[config.mk]
export PLATFORM = sky130hd
export DESIGN_NAME = gate_src_arbiter
export DESIGN_NICKNAME = d
export VERILOG_FILES = /design/src/rtl/gsa_pkg.sv /design/src/rtl/gsa_sync.sv /design/src/rtl/gsa_duty_gen.sv /design/src/rtl/gsa_src_mux.sv /design/src/rtl/gate_src_arbiter.sv
export SDC_FILE = /design/constraint.sdc
export NUM_CORES = 1
export LEC_CHECK = 0
export BUFFER_PORTS_ARGS = -buffer_cell sky130_fd_sc_hd__clkbuf_2
export CORE_ASPECT_RATIO = 0.7
export CORE_MARGIN = 3
export CORE_UTILIZATION = 52
export CTS_BUF_LIST = sky130_fd_sc_hd__clkbuf_4 sky130_fd_sc_hd__clkbuf_8
export DETAILED_ROUTE_END_ITERATION = 16
export GPL_ROUTABILITY_DRIVEN = 0
export PLACE_DENSITY_LB_ADDON = 0.08
export SLEW_MARGIN = 20
export SYNTH_ARGS = -nofsm -noshare
export SYNTH_HDL_FRONTEND = slang
export SYNTH_SLANG_ARGS = --single-unit
[constraint.sdc]
create_clock -name clk -period 1.3 [get_ports clk]
set_input_delay 0.325 -clock clk [delete_from_list [all_inputs] [get_ports clk]]
set_output_delay 0.325 -clock clk [all_outputs]
set_load 0.01 [all_outputs]
[src/rtl/gsa_pkg.sv]
package gsa_pkg;

  localparam int unsigned GSA_NUM_CH      = 6;
  localparam int unsigned GSA_SYNC_STAGES = 2;
  localparam int unsigned GSA_DUTY_PERIOD = 64;

  typedef enum logic {
    MODE_NORMAL   = 1'b0,
    MODE_OVERRIDE = 1'b1
  } gsa_mode_e;

  typedef enum logic [1:0] {
    SRC_LOCAL = 2'd0,
    SRC_PWM_A = 2'd1,
    SRC_PWM_B = 2'd2
  } gsa_src_e;

  // Which override source drives a given channel, given the pair masks.
  function automatic gsa_src_e ovr_source(input logic mask_a_bit, input logic mask_b_bit);
    if (mask_a_bit)      return SRC_PWM_A;
    else if (mask_b_bit) return SRC_PWM_B;
    else                 return SRC_LOCAL;
  endfunction

endpackage

[src/rtl/gsa_sync.sv]
// Multi-stage synchronizer for a vector of asynchronous inputs.
module gsa_sync #(
  parameter int unsigned WIDTH  = 9,
  parameter int unsigned STAGES = 2
) (
  input  logic             clk,
  input  logic             rst_n,
  input  logic [WIDTH-1:0] d,
  output logic [WIDTH-1:0] q
);

  logic [WIDTH-1:0] stg_q [STAGES];
  logic [WIDTH-1:0] stg_d [STAGES];

  for (genvar s = 0; s < STAGES; s++) begin : g_stage
    if (s == 0) begin : g_first
      always_comb stg_d[s] = d;
    end else begin : g_next
      always_comb stg_d[s] = stg_q[s-1];
    end

    always_ff @(posedge clk or negedge rst_n) begin
      if (!rst_n) stg_q[s] <= '0;
      else        stg_q[s] <= stg_d[s];
    end
  end

  assign q = stg_q[STAGES-1];

endmodule

[src/rtl/gsa_duty_gen.sv]
// Free-running period counter; tick marks the one allowed cycle per period.
module gsa_duty_gen #(
  parameter int unsigned PERIOD = 64
) (
  input  logic clk,
  input  logic rst_n,
  output logic tick
);

  localparam int unsigned CW = (PERIOD > 1) ? $clog2(PERIOD) : 1;
  localparam logic [CW-1:0] LAST = CW'(PERIOD - 1);

  logic [CW-1:0] cnt_q;
  logic [CW-1:0] cnt_d;
  logic          cnt_en;

  always_comb begin
    cnt_en = 1'b1;
    if (cnt_q == LAST) cnt_d = '0;
    else               cnt_d = cnt_q + 1'b1;
  end

  always_ff @(posedge clk or negedge rst_n) begin
    if (!rst_n)      cnt_q <= '0;
    else if (cnt_en) cnt_q <= cnt_d;
  end

  assign tick = (cnt_q == '0);

endmodule

[src/rtl/gsa_src_mux.sv]
// Per-channel request selection between normal and override operation.
module gsa_src_mux
  import gsa_pkg::*;
#(
  parameter int unsigned     NUM_CH     = 6,
  parameter logic [NUM_CH-1:0] PWM_A_MASK = 6'b000011,
  parameter logic [NUM_CH-1:0] PWM_B_MASK = 6'b110000
) (
  input  gsa_mode_e          mode,
  input  logic [NUM_CH-1:0]  ser,
  input  logic [NUM_CH-1:0]  par,
  input  logic               pwm_a,
  input  logic               pwm_b,
  output logic [NUM_CH-1:0]  req
);

  for (genvar c = 0; c < NUM_CH; c++) begin : g_ch
    localparam gsa_src_e OVR_SRC = ovr_source(PWM_A_MASK[c], PWM_B_MASK[c]);
    logic ovr_req;

    if (OVR_SRC == SRC_PWM_A) begin : g_a
      always_comb ovr_req = pwm_a;
    end else if (OVR_SRC == SRC_PWM_B) begin : g_b
      always_comb ovr_req = pwm_b;
    end else begin : g_loc
      always_comb ovr_req = par[c];
    end

    always_comb begin
      if (mode == MODE_OVERRIDE) req[c] = ovr_req;
      else                       req[c] = ser[c] | par[c];
    end
  end

endmodule

[src/rtl/gate_src_arbiter.sv]
module gate_src_arbiter
  import gsa_pkg::*;
#(
  parameter int unsigned       NUM_CH      = GSA_NUM_CH,
  parameter int unsigned       SYNC_STAGES = GSA_SYNC_STAGES,
  parameter int unsigned       DUTY_PERIOD = GSA_DUTY_PERIOD,
  parameter logic [NUM_CH-1:0] PWM_A_MASK  = 6'b000011,
  parameter logic [NUM_CH-1:0] PWM_B_MASK  = 6'b110000
) (
  input  logic              clk,
  input  logic              rst_n,
  input  logic [NUM_CH-1:0] ser_cmd,
  input  logic [NUM_CH-1:0] par_en,
  input  logic              pwm_a,
  input  logic              pwm_b,
  input  logic              ovr_mode,
  input  logic              por_active,
  input  logic              ovp_active,
  input  logic [NUM_CH-1:0] oc_flag,
  output logic [NUM_CH-1:0] gate_en
);

  localparam int unsigned PIN_W = NUM_CH + 3;

  // Reset: asserted asynchronously, released on the clock.
  logic rst_s1_q, rst_s2_q;
  always_ff @(posedge clk or negedge rst_n) begin
    if (!rst_n) begin
      rst_s1_q <= 1'b0;
      rst_s2_q <= 1'b0;
    end else begin
      rst_s1_q <= 1'b1;
      rst_s2_q <= rst_s1_q;
    end
  end
  logic irst_n;
  assign irst_n = rst_s2_q;

  // Pin synchronization.
  logic [PIN_W-1:0] pins_async;
  logic [PIN_W-1:0] pins_sync;
  assign pins_async = {ovr_mode, pwm_b, pwm_a, par_en};

  gsa_sync #(.WIDTH(PIN_W), .STAGES(SYNC_STAGES)) u_sync (
    .clk   (clk),
    .rst_n (irst_n),
    .d     (pins_async),
    .q     (pins_sync)
  );

  gsa_mode_e         mode_s;
  logic [NUM_CH-1:0] par_s;
  logic              pwm_a_s, pwm_b_s;
  assign par_s   = pins_sync[NUM_CH-1:0];
  assign pwm_a_s = pins_sync[NUM_CH];
  assign pwm_b_s = pins_sync[NUM_CH+1];
  assign mode_s  = gsa_mode_e'(pins_sync[NUM_CH+2]);

  // Source selection.
  logic [NUM_CH-1:0] req;
  gsa_src_mux #(
    .NUM_CH     (NUM_CH),
    .PWM_A_MASK (PWM_A_MASK),
    .PWM_B_MASK (PWM_B_MASK)
  ) u_mux (
    .mode  (mode_s),
    .ser   (ser_cmd),
    .par   (par_s),
    .pwm_a (pwm_a_s),
    .pwm_b (pwm_b_s),
    .req   (req)
  );

  // Low duty cycle timing for faulted channels.
  logic duty_tick;
  gsa_duty_gen #(.PERIOD(DUTY_PERIOD)) u_duty (
    .clk   (clk),
    .rst_n (irst_n),
    .tick  (duty_tick)
  );

  // Gate register: next-state and register processes.
  logic [NUM_CH-1:0] gate_d, gate_q;
  always_comb begin
    for (int c = 0; c < NUM_CH; c++) begin
      gate_d[c] = req[c] & (~oc_flag[c] | duty_tick);
    end
  end

  always_ff @(posedge clk or negedge irst_n) begin
    if (!irst_n) gate_q <= '0;
    else         gate_q <= gate_d;
  end

  // Global shutdown acts without waiting for a clock edge.
  logic shutdown;
  assign shutdown = por_active | ovp_active;
  assign gate_en  = gate_q & {NUM_CH{~shutdown}};

endmodule

---- Word-level counts from Yosys, hierarchy flattened ----
Index checks and enable logic that the tools add are counted.
storage, ports and cells
  input bits .............................. 25
  output and inout bits ................... 6
  register bits ........................... 32
cells by class
  add/subtract/negate cells ............... 1
  multiplexer cells ....................... 7
  reduce and logical (&&, ||, !) cells .... 1
  bitwise gates (word level) .............. 27
  equal/unequal tests ..................... 1
operator list
  kind                                                           number
  1-bit OR                                                       13
  1-bit inverter                                                 7
  6-bit by 1-bit adder with 6-bit output, second input constant  1
  1-bit bitwise AND                                              6
  6-bit bitwise AND                                              1
  6-bit equality test, second input constant                     1
  6-bit zero test                                                1
  1-bit 2-to-1 mux                                               6
  6-bit 2-to-1 mux                                               1

---- Longest topological paths before layout ----
Gate-level depths: netlist of the first run.
  word-level depth ........................ 3
  depth in mapped cells ................... 5
  depth with buffers taken out ............ 5

---- Hierarchy ----
Synthesis of the first run repeated with hierarchy kept, for this count alone.
second synthesis, totals
  cells, all modules ...................... 80
  area, all modules ....................... 1,099.8 um2
by module, submodules not included
  module            times used  cells an instance  seq. area each (um2)  area an instance (um2)
  gsa_sync          1           18                 450.4                 450.4
  gate_src_arbiter  1           23                 200.2                 296.5
  gsa_duty_gen      1           26                 150.1                 284.0
  gsa_src_mux       1           13                 0.0                   68.8

---- Worst setup path before layout of the first run ----
Ideal clock, no wire load.
  kind .................................... register to register
  start ................................... reg u_duty.cnt_q[0]
  end ..................................... reg gate_q[0]
  slack ................................... 0.062 ns
  data arrival time ....................... 1.144 ns
  stages on the path, launching flop included .. 6
  required time ........................... 1.206 ns
  setup time .............................. 0.094 ns
  cells stage by stage .................... dfrtp_1 > inv_1 > ha_1 > nor4b_2 > nand2_2 > a211oi_1
on the way
  longest elaborated chain between the ends .. 3
ends and longest elaborated chain
  item                    line                    text
  from (decl)             gsa_duty_gen.sv:13      logic [CW-1:0] cnt_q;
  from (signal assigned)  gsa_duty_gen.sv:25      else if (cnt_en) cnt_q <= cnt_d;
  6-bit zero test         gsa_duty_gen.sv:28      assign tick = (cnt_q == '0);
  1-bit OR                gate_src_arbiter.sv:86  gate_d[c] = req[c] & (~oc_flag[c] | duty_tick);
  1-bit bitwise AND       gate_src_arbiter.sv:86
  via gate_d[0]           gate_src_arbiter.sv:83  logic [NUM_CH-1:0] gate_d, gate_q;
  to (signal assigned)    gate_src_arbiter.sv:92  else gate_q <= gate_d;
  to (decl)               gate_src_arbiter.sv:83
The timed path passes the listed nets, and every way through them passes these cells.

---- Worst setup path in the final report of the first run ----
  start ................................... reg u_duty.cnt_q[0]
  end ..................................... reg gate_q[5]
The elaborated chain is that of the path after synthesis.

==> results of run 1 <==
==> layout by cell type (no fill, tap or decap) <==
master | Yosys | routed
bufinv_16 | 0 | 1
inv_2 | 0 | 2
nor3_1 | 4 | 4
nand2_1 | 1 | 1
a21oi_1 | 5 | 5
dfrtp_1 | 32 | 32
dlygate4sd3_1 | 0 | 1
clkbuf_4 | 0 | 5
clkinvlp_4 | 0 | 1
clkbuf_2 | 0 | 30
o21ai_0 | 2 | 1
xnor2_1 | 1 | 1
a32oi_1 | 1 | 1
conb_1 | 1 | 1
xor2_1 | 1 | 1
and2_1 | 6 | 6
o41ai_1 | 2 | 2
ha_2 | 0 | 1
inv_1 | 4 | 2
clkinv_2 | 0 | 1
nor2_2 | 0 | 1
o21ai_1 | 0 | 1
a211oi_2 | 0 | 4
nor4b_4 | 0 | 1
buf_4 | 0 | 7
ha_4 | 0 | 1
nor2_1 | 5 | 4
nand3_1 | 2 | 2
nand2_2 | 1 | 1
==> worst paths after layout <==
kind | start | slack [ns] | depth (start not counted) | endpoint
max reg2reg | u_duty.cnt_q[0]$_DFF_PN0_ | 0.02 | 5 | gate_q[5]$_DFF_PN0_
max in group asynchronous | irst_n$_DFF_PN0_ | 0.90 | 1 | u_sync.q[8]$_DFF_PN0_
min reg2reg | irst_n$_DFF_PN0_ | 0.21 | 1 | gate_q[3]$_DFF_PN0_
min in group asynchronous | irst_n$_DFF_PN0_ | 0.21 | 1 | gate_q[3]$_DFF_PN0_
max | u_duty.cnt_q[0]$_DFF_PN0_ | 0.02 | 5 | gate_q[5]$_DFF_PN0_
min | par_en[2] | 0.09 | 1 | u_sync.stg_d[2]$_DFF_PN0_
==> layout make-up <==
type                    instances  share of cell area (%)
clock buffers                   5                    2.62
clock inverters                 3                    2.97
inverters                       4                    1.05
multi-input cells              39                    20.6
flip-flops and latches         32                    55.9
well taps                      22                    1.92
repair buffers                 38                    14.9
==> flip-flops by register name, summed over array words and instances (netlist names) <==
name,count
gate_q,6
irst_n,1
rst_s1_q,1
u_duty.cnt_q,6
u_sync.q,9
u_sync.stg_d,9
==> critical path, cell delays in order, from the launching register on <==
cell      delay, ns
dfrtp_1        0.41
inv_2          0.10
ha_4           0.13
nor4b_4        0.18
nand2_2        0.15
a211oi_2       0.23
==> power by group through the flow <==
stage	combinational, mW	clock [mW]	sequential (mW)
after floorplan	0.0247	0	1.08
after global placement	0.0894	0	1.07
after detailed placement	0.0930	0	1.07
after CTS	0.103	0.750	1.05
after global routing	0.115	0.798	1.06
final	0.103	0.736	1.05
==> cells by family after synthesis <==
family | Yosys count | share of synthesized area, %
adders and majority gates | 2 | 2.35
xor gates and xnor gates | 2 | 1.65
AOI/OAI and AO/OA | 14 | 8.58
DFF | 32 | 75.2
and+or+nand+nor | 20 | 10.5
other | 1 | 0.352
buffers and inverters | 4 | 1.41
==> metal layers <==
metal,wire length (um),vias up,share of wire [%]
li1,-,342,-
met1,803,347,39
met2,1030,31,51
met3,145,7,7.1
met4,55,0,2.7
met5,0,-,0
==> per-stage QoR <==
step	hold slack, ns	worst slack [ns]	area, um^2
after detailed placement	0.113	-0.0569	1280
after CTS	0.0890	0.00169	1420
after global placement	0.110	0.0614	1280
after global routing	0.0677	-0.0713	1430
final	0.0923	0.0201	1430
after floorplan	0.0294	0.0616	1060
==> timing repair <==
item	in CTS	in global routing
endpoints found under the hold margin	2	0
pin swaps	3	1
setup endpoints to repair	4	14
setup buffers	1	1
hold buffers	1	0
gates resized for setup	9	3
==> run summary, run 1 <==
status - complete, no violations
Max IR drop VDD - 0.000967 V
GRT Overall Usage - 18.8%
grt ovf - 0
final setup TNS - 0 ns
Flop pwr share - 55.6%
flip-flop and latch area - 801 um^2
row count - 13
RSZ-0062 raised after global routing - true
core box area - 0.00190 mm^2
CTS clock-pin slew for the worst setup and hold paths - 0.10 ns
post-synth top area share - 75.2%
NetSw - 400 uW
Multi-input gate area - 295 um^2
Net Sw Frac - 21.2%
number of placed cells counting well taps - 132
clk_lat worst skew - 0.33 ns
distinct cell type count after synthesis - 18
max_cap viols - 0
H-Tree Depth - 2
syn nets - 102
ant diodes - 0
Final Util - 75.2%
critical-path maximum fanout - 6
DRC - 0
Final nets - 147
initial drt markers - 14
flops & latches, synth - 32
Max Slew Vio Count - 0
CTS sink cnt - 32
count leader, synth - dfrtp_1
setup violators final - 0
CTS tree - built
pin count of the biggest net entering global routing - 17
Die X - 60.1 um
met1 usage - 21.9%
GR Util met3 - 6.25%
CTS root buf - clkbuf_4
Post-synth EDFFs - 0
die height - 43.9 um
CP arrival - 1.52 ns
Detailed Place HPWL - 1440 um
CP Class - reg2reg
area delta synth->final - 34.4%
IO Pins - 31
Syn Area/Cell - 14.2 um^2
first-pass GRT wire length - 3350 um
ranking of synthesized cells by area - dfrtp_1 (75%), and2_1 (3.5%), a211oi_1 (2.8%)
clock power share - 38.9%
Commonest cells post-synth - dfrtp_1 (32), and2_1 (6), a21oi_1 (5), nor2_1 (5)
Initial DRT Pass Iterations - 4
remaining antenna violation count - 0
final WL - 2040 um
initial antenna violation count - 0
critical path required time - 1.54 ns
Combinational Power Share - 5.4%
Power Total - 1.89 mW
Fin. Hold Viols - 0
Initial Utilization - 56.0%
Worst Setup Start Kind - flip-flop
die area - 0.00264 mm^2
fmax - 0.781 GHz
largest area contributor in the netlist - dfrtp_1
leakage power - 0.689 nW
ys flop type - dfrtp_1
post-route minimum period - 1.28 ns
vias in the first global route - 748
min-delay worst type - in2reg
layer with the highest usage - met2
period utilization - 98.5%
Finished Layout Cells - 143
port bufs - 30
ratio of cells with drive above 1 in the final layout - 46.3%
register area share after synthesis - 75.2%
met2 GRT Util - 30.4%
synthesized area - 0.00106 mm^2
power per cell area - 1320 mW/mm^2
Async S/R FF share, synth - 100%
Post-Synthesis Cells - 75
Critical Path Sink Type - flip-flop
cts bufs inserted - 5
drt wl/cell - 14.3 um
warnings from Yosys - 0
Max Clock Skew - 0.0125 ns
Internal - 1.49 mW
CTS max path bufs - 2
Via density - 5.08
fillers - 126
via count - 727
Power figures use the tool's default switching activity.
==> run 2, diff against run 1 <==
--- a/config.mk
+++ b/config.mk
@@ -12,7 +12,7 @@
 export CTS_BUF_LIST = sky130_fd_sc_hd__clkbuf_4 sky130_fd_sc_hd__clkbuf_8
 export DETAILED_ROUTE_END_ITERATION = 16
 export GPL_ROUTABILITY_DRIVEN = 0
-export PLACE_DENSITY_LB_ADDON = 0.08
+export PLACE_DENSITY = 0.87
 export SLEW_MARGIN = 20
 export SYNTH_ARGS = -nofsm -noshare
 export SYNTH_HDL_FRONTEND = slang
==> run 2 against run 1 <==
Compared with the run above: the run now ends with negative setup slack left; worst setup slack lost 0.024 ns; die area stayed put; wire length shrank 1.5%; cell area about the same; global-route usage decreased by 2.1 points; final cell count down 1.4%; count of clock-buffer cells in the layout grew 1; highest routed layer unchanged.
==> run summary, run 2 (synthesis results as in run 1) <==
setup violators final - 1 (+1)
clock power share - 39.1% (+0.2 points)
ratio of cells with drive above 1 in the final layout - 45.4% (-0.90 points)
Final Util - 75.1% (about the same)
final WL - 2010 um (-1.5%)
power per cell area - 1330 mW/mm^2 (+0.38%)
Net Sw Frac - 20.1% (-1.1 points)
commonest non-fill, non-tap cell in the layout - dfrtp_1
via count - 731 (+0.55%)
Internal - 1.51 mW (+1.7%)
post-route minimum period - 1.30 ns (+0.0236 ns)
remaining antenna violation count - 0 (unchanged)
Combinational Power Share - 5.3% (about the same)
ant diodes - 0 (unchanged)
DP Worst Slack - -0.0738 ns (-0.0169 ns)
Initial Utilization - 56.0% (unchanged)
leakage power - 0.689 nW (about the same)
CTS root buf - clkbuf_4
critical-path maximum fanout - 6 (unchanged)
die area - 0.00264 mm^2 (unchanged)
Final nets - 145 (-1.4%)
Worst Setup Start Kind - flip-flop
CTS sink cnt - 32 (unchanged)
most frequent cells in the layout - dfrtp_1 (32), clkbuf_2 (30), and2_1 (6), clkbuf_4 (6), nor2_1 (5)
max_cap viols - 0 (unchanged)
failing checks - negative setup slack
cts bufs inserted - 5 (unchanged)
Final WS setup - -0.00352 ns (-0.0236 ns)
CP cell instances - inv_2 -> ha_4 -> nor4b_4 -> nand2_2 -> a211oi_2
min-delay worst type - in2reg
CTS tree - built
grt ovf - 0 (unchanged)
drt wl/cell - 14.2 um (-0.12%)
Die X - 60.1 um (unchanged)
area delta synth->final - 34.3% (about the same)
Crit Reg-Reg Startpoint - u_duty.cnt_q[0]$_DFF_PN0_
Top delay family on crit path - flip-flops
CP Class - reg2reg
clk_lat worst skew - 0.32 ns (about the same)
Critical-path top delay cell - dfrtp_1
port bufs - 30 (unchanged)
critical path required time - 1.54 ns (about the same)
Crit path largest cell delay - 0.41 ns (about the same)
IO Pins - 31 (unchanged)
Fin. Hold Viols - 0 (unchanged)
initial drt markers - 20 (+6)
core box area - 0.00190 mm^2 (unchanged)
Flop pwr share - 55.6% (about the same)
NetSw - 381 uW (-4.9%)
RSZ-0062 raised after global routing - true
hold path start - par_en[0]
row count - 13 (unchanged)
status - finished, violations left
Initial DRT Pass Iterations - 4 (unchanged)
die height - 43.9 um (unchanged)
Max Clock Skew - 0.00648 ns (-0.00601 ns)
DRC - 0 (unchanged)
Critical Path Sink Type - flip-flop
initial antenna violation count - 0 (unchanged)
GRT Overall Usage - 16.6% (-2.1 points)
Max Slew Vio Count - 0 (unchanged)
CP arrival - 1.54 ns (+0.02 ns)
CTS clock-pin slew for the worst setup and hold paths - 0.09 ns (about the same)
Worst Setup SP - u_duty.cnt_q[0]$_DFF_PN0_
vias in the first global route - 682 (-8.8%)
H-Tree Depth - 2 (unchanged)
first-pass GRT wire length - 2910 um (-13%)
Via density - 5.18 (+2.0%)
CTS max path bufs - 2 (unchanged)
fmax - 0.767 GHz (-1.8%)
pin count of the biggest net entering global routing - 24 (+7)
Detailed Place HPWL - 1390 um (-3.8%)
Bufs and invs on worst path - 1 (unchanged)
Max IR drop VDD - 0.00135 V (+40%)
period utilization - 100% (+1.8 points)
==> run 2: cell count changes in the layout (fill, tap and decap cells not counted), sizes merged <==
cell | before | now
clkinvlp | 1 | 0
clkbuf | 35 | 36
buf | 7 | 5
==> run 2: timing repair <==
item	CTS	global route
gates cloned	0	0
resized for setup	7	4
setup endpoints to repair	4	14
hold buffers	1	0
pin swaps	4	3
hold endpoints to repair	2	0
buffers inserted	0	1
==> run 2: metal layers <==
| layer | global-route usage [%] | share of wire [%] | routed length (um) | vias up |
|---|---|---|---|---|
| met1 | 18.0 | 39 | 789 | 346 |
| met4 | 11.1 | 2.0 | 41 | 0 |
| li1 | - | - | - | 341 |
| met5 | 0 | 0 | 0 | - |
| met3 | 9.82 | 8.1 | 163 | 8 |
| met2 | 24.6 | 50 | 1010 | 36 |
==> run 2: area by class of cell <==
| cell class | instances | area, um^2 |
|---|---|---|
| clock buffers | 6 | 45.0 |
| clock inverters | 2 | 35.0 |
| fillers | 131 | 473 |
| inverters | 4 | 15.0 |
| multi-input cells | 39 | 297 |
| flip-flops and latches | 32 | 801 |
| well taps | 22 | 27.5 |
| repair buffers | 36 | 210 |
==> run 2: power by group through the flow <==
| stage | clock (mW) | sequential (mW) | combinational, mW |
|---|---|---|---|
| after floorplan | 0 | 1.08 | 0.0247 |
| after global placement | 0 | 1.07 | 0.0867 |
| after detailed placement | 0 | 1.08 | 0.0912 |
| after CTS | 0.761 | 1.06 | 0.100 |
| after global routing | 0.808 | 1.06 | 0.112 |
| final | 0.740 | 1.05 | 0.101 |
==> run 2: worst register-to-register path: cells and delay by family, from the launching register on <==
kind	cells	cell delay, ns
buffers and inverters	1	0.10
and+or+nand+nor	2	0.35
DFF	1	0.41
AOI/OAI and AO/OA	1	0.23
adders and majority gates	1	0.13
==> run 2: metrics by stage <==
stage	TNS [ns]	instances	power (mW)	hold WS (ns)	instance area, um^2
5_1_grt	-0.501	141	1.98	0.0690	1430
4_1_cts	-0.00525	140	1.92	0.0828	1400
3_3_place_gp	0	131	1.16	0.111	1280
3_5_place_dp	-0.140	131	1.17	0.114	1280
6_report	-0.00352	141	1.90	0.101	1430
2_1_floorplan	0	75	1.10	0.0294	1060
==> run 2: worst paths after layout <==
path,end,slack (ns),cells past startpoint
setup / recovery,gate_q[1]$_DFF_PN0_,-0.004,5
min in group asynchronous,u_sync.stg_d[3]$_DFF_PN0_,0.13,0
hold / removal,u_sync.stg_d[0]$_DFF_PN0_,0.10,1
hold reg to reg,u_sync.stg_d[3]$_DFF_PN0_,0.13,0
setup reg to reg,gate_q[1]$_DFF_PN0_,-0.004,5
max in group asynchronous,u_duty.cnt_q[1]$_DFF_PN0_,0.75,1
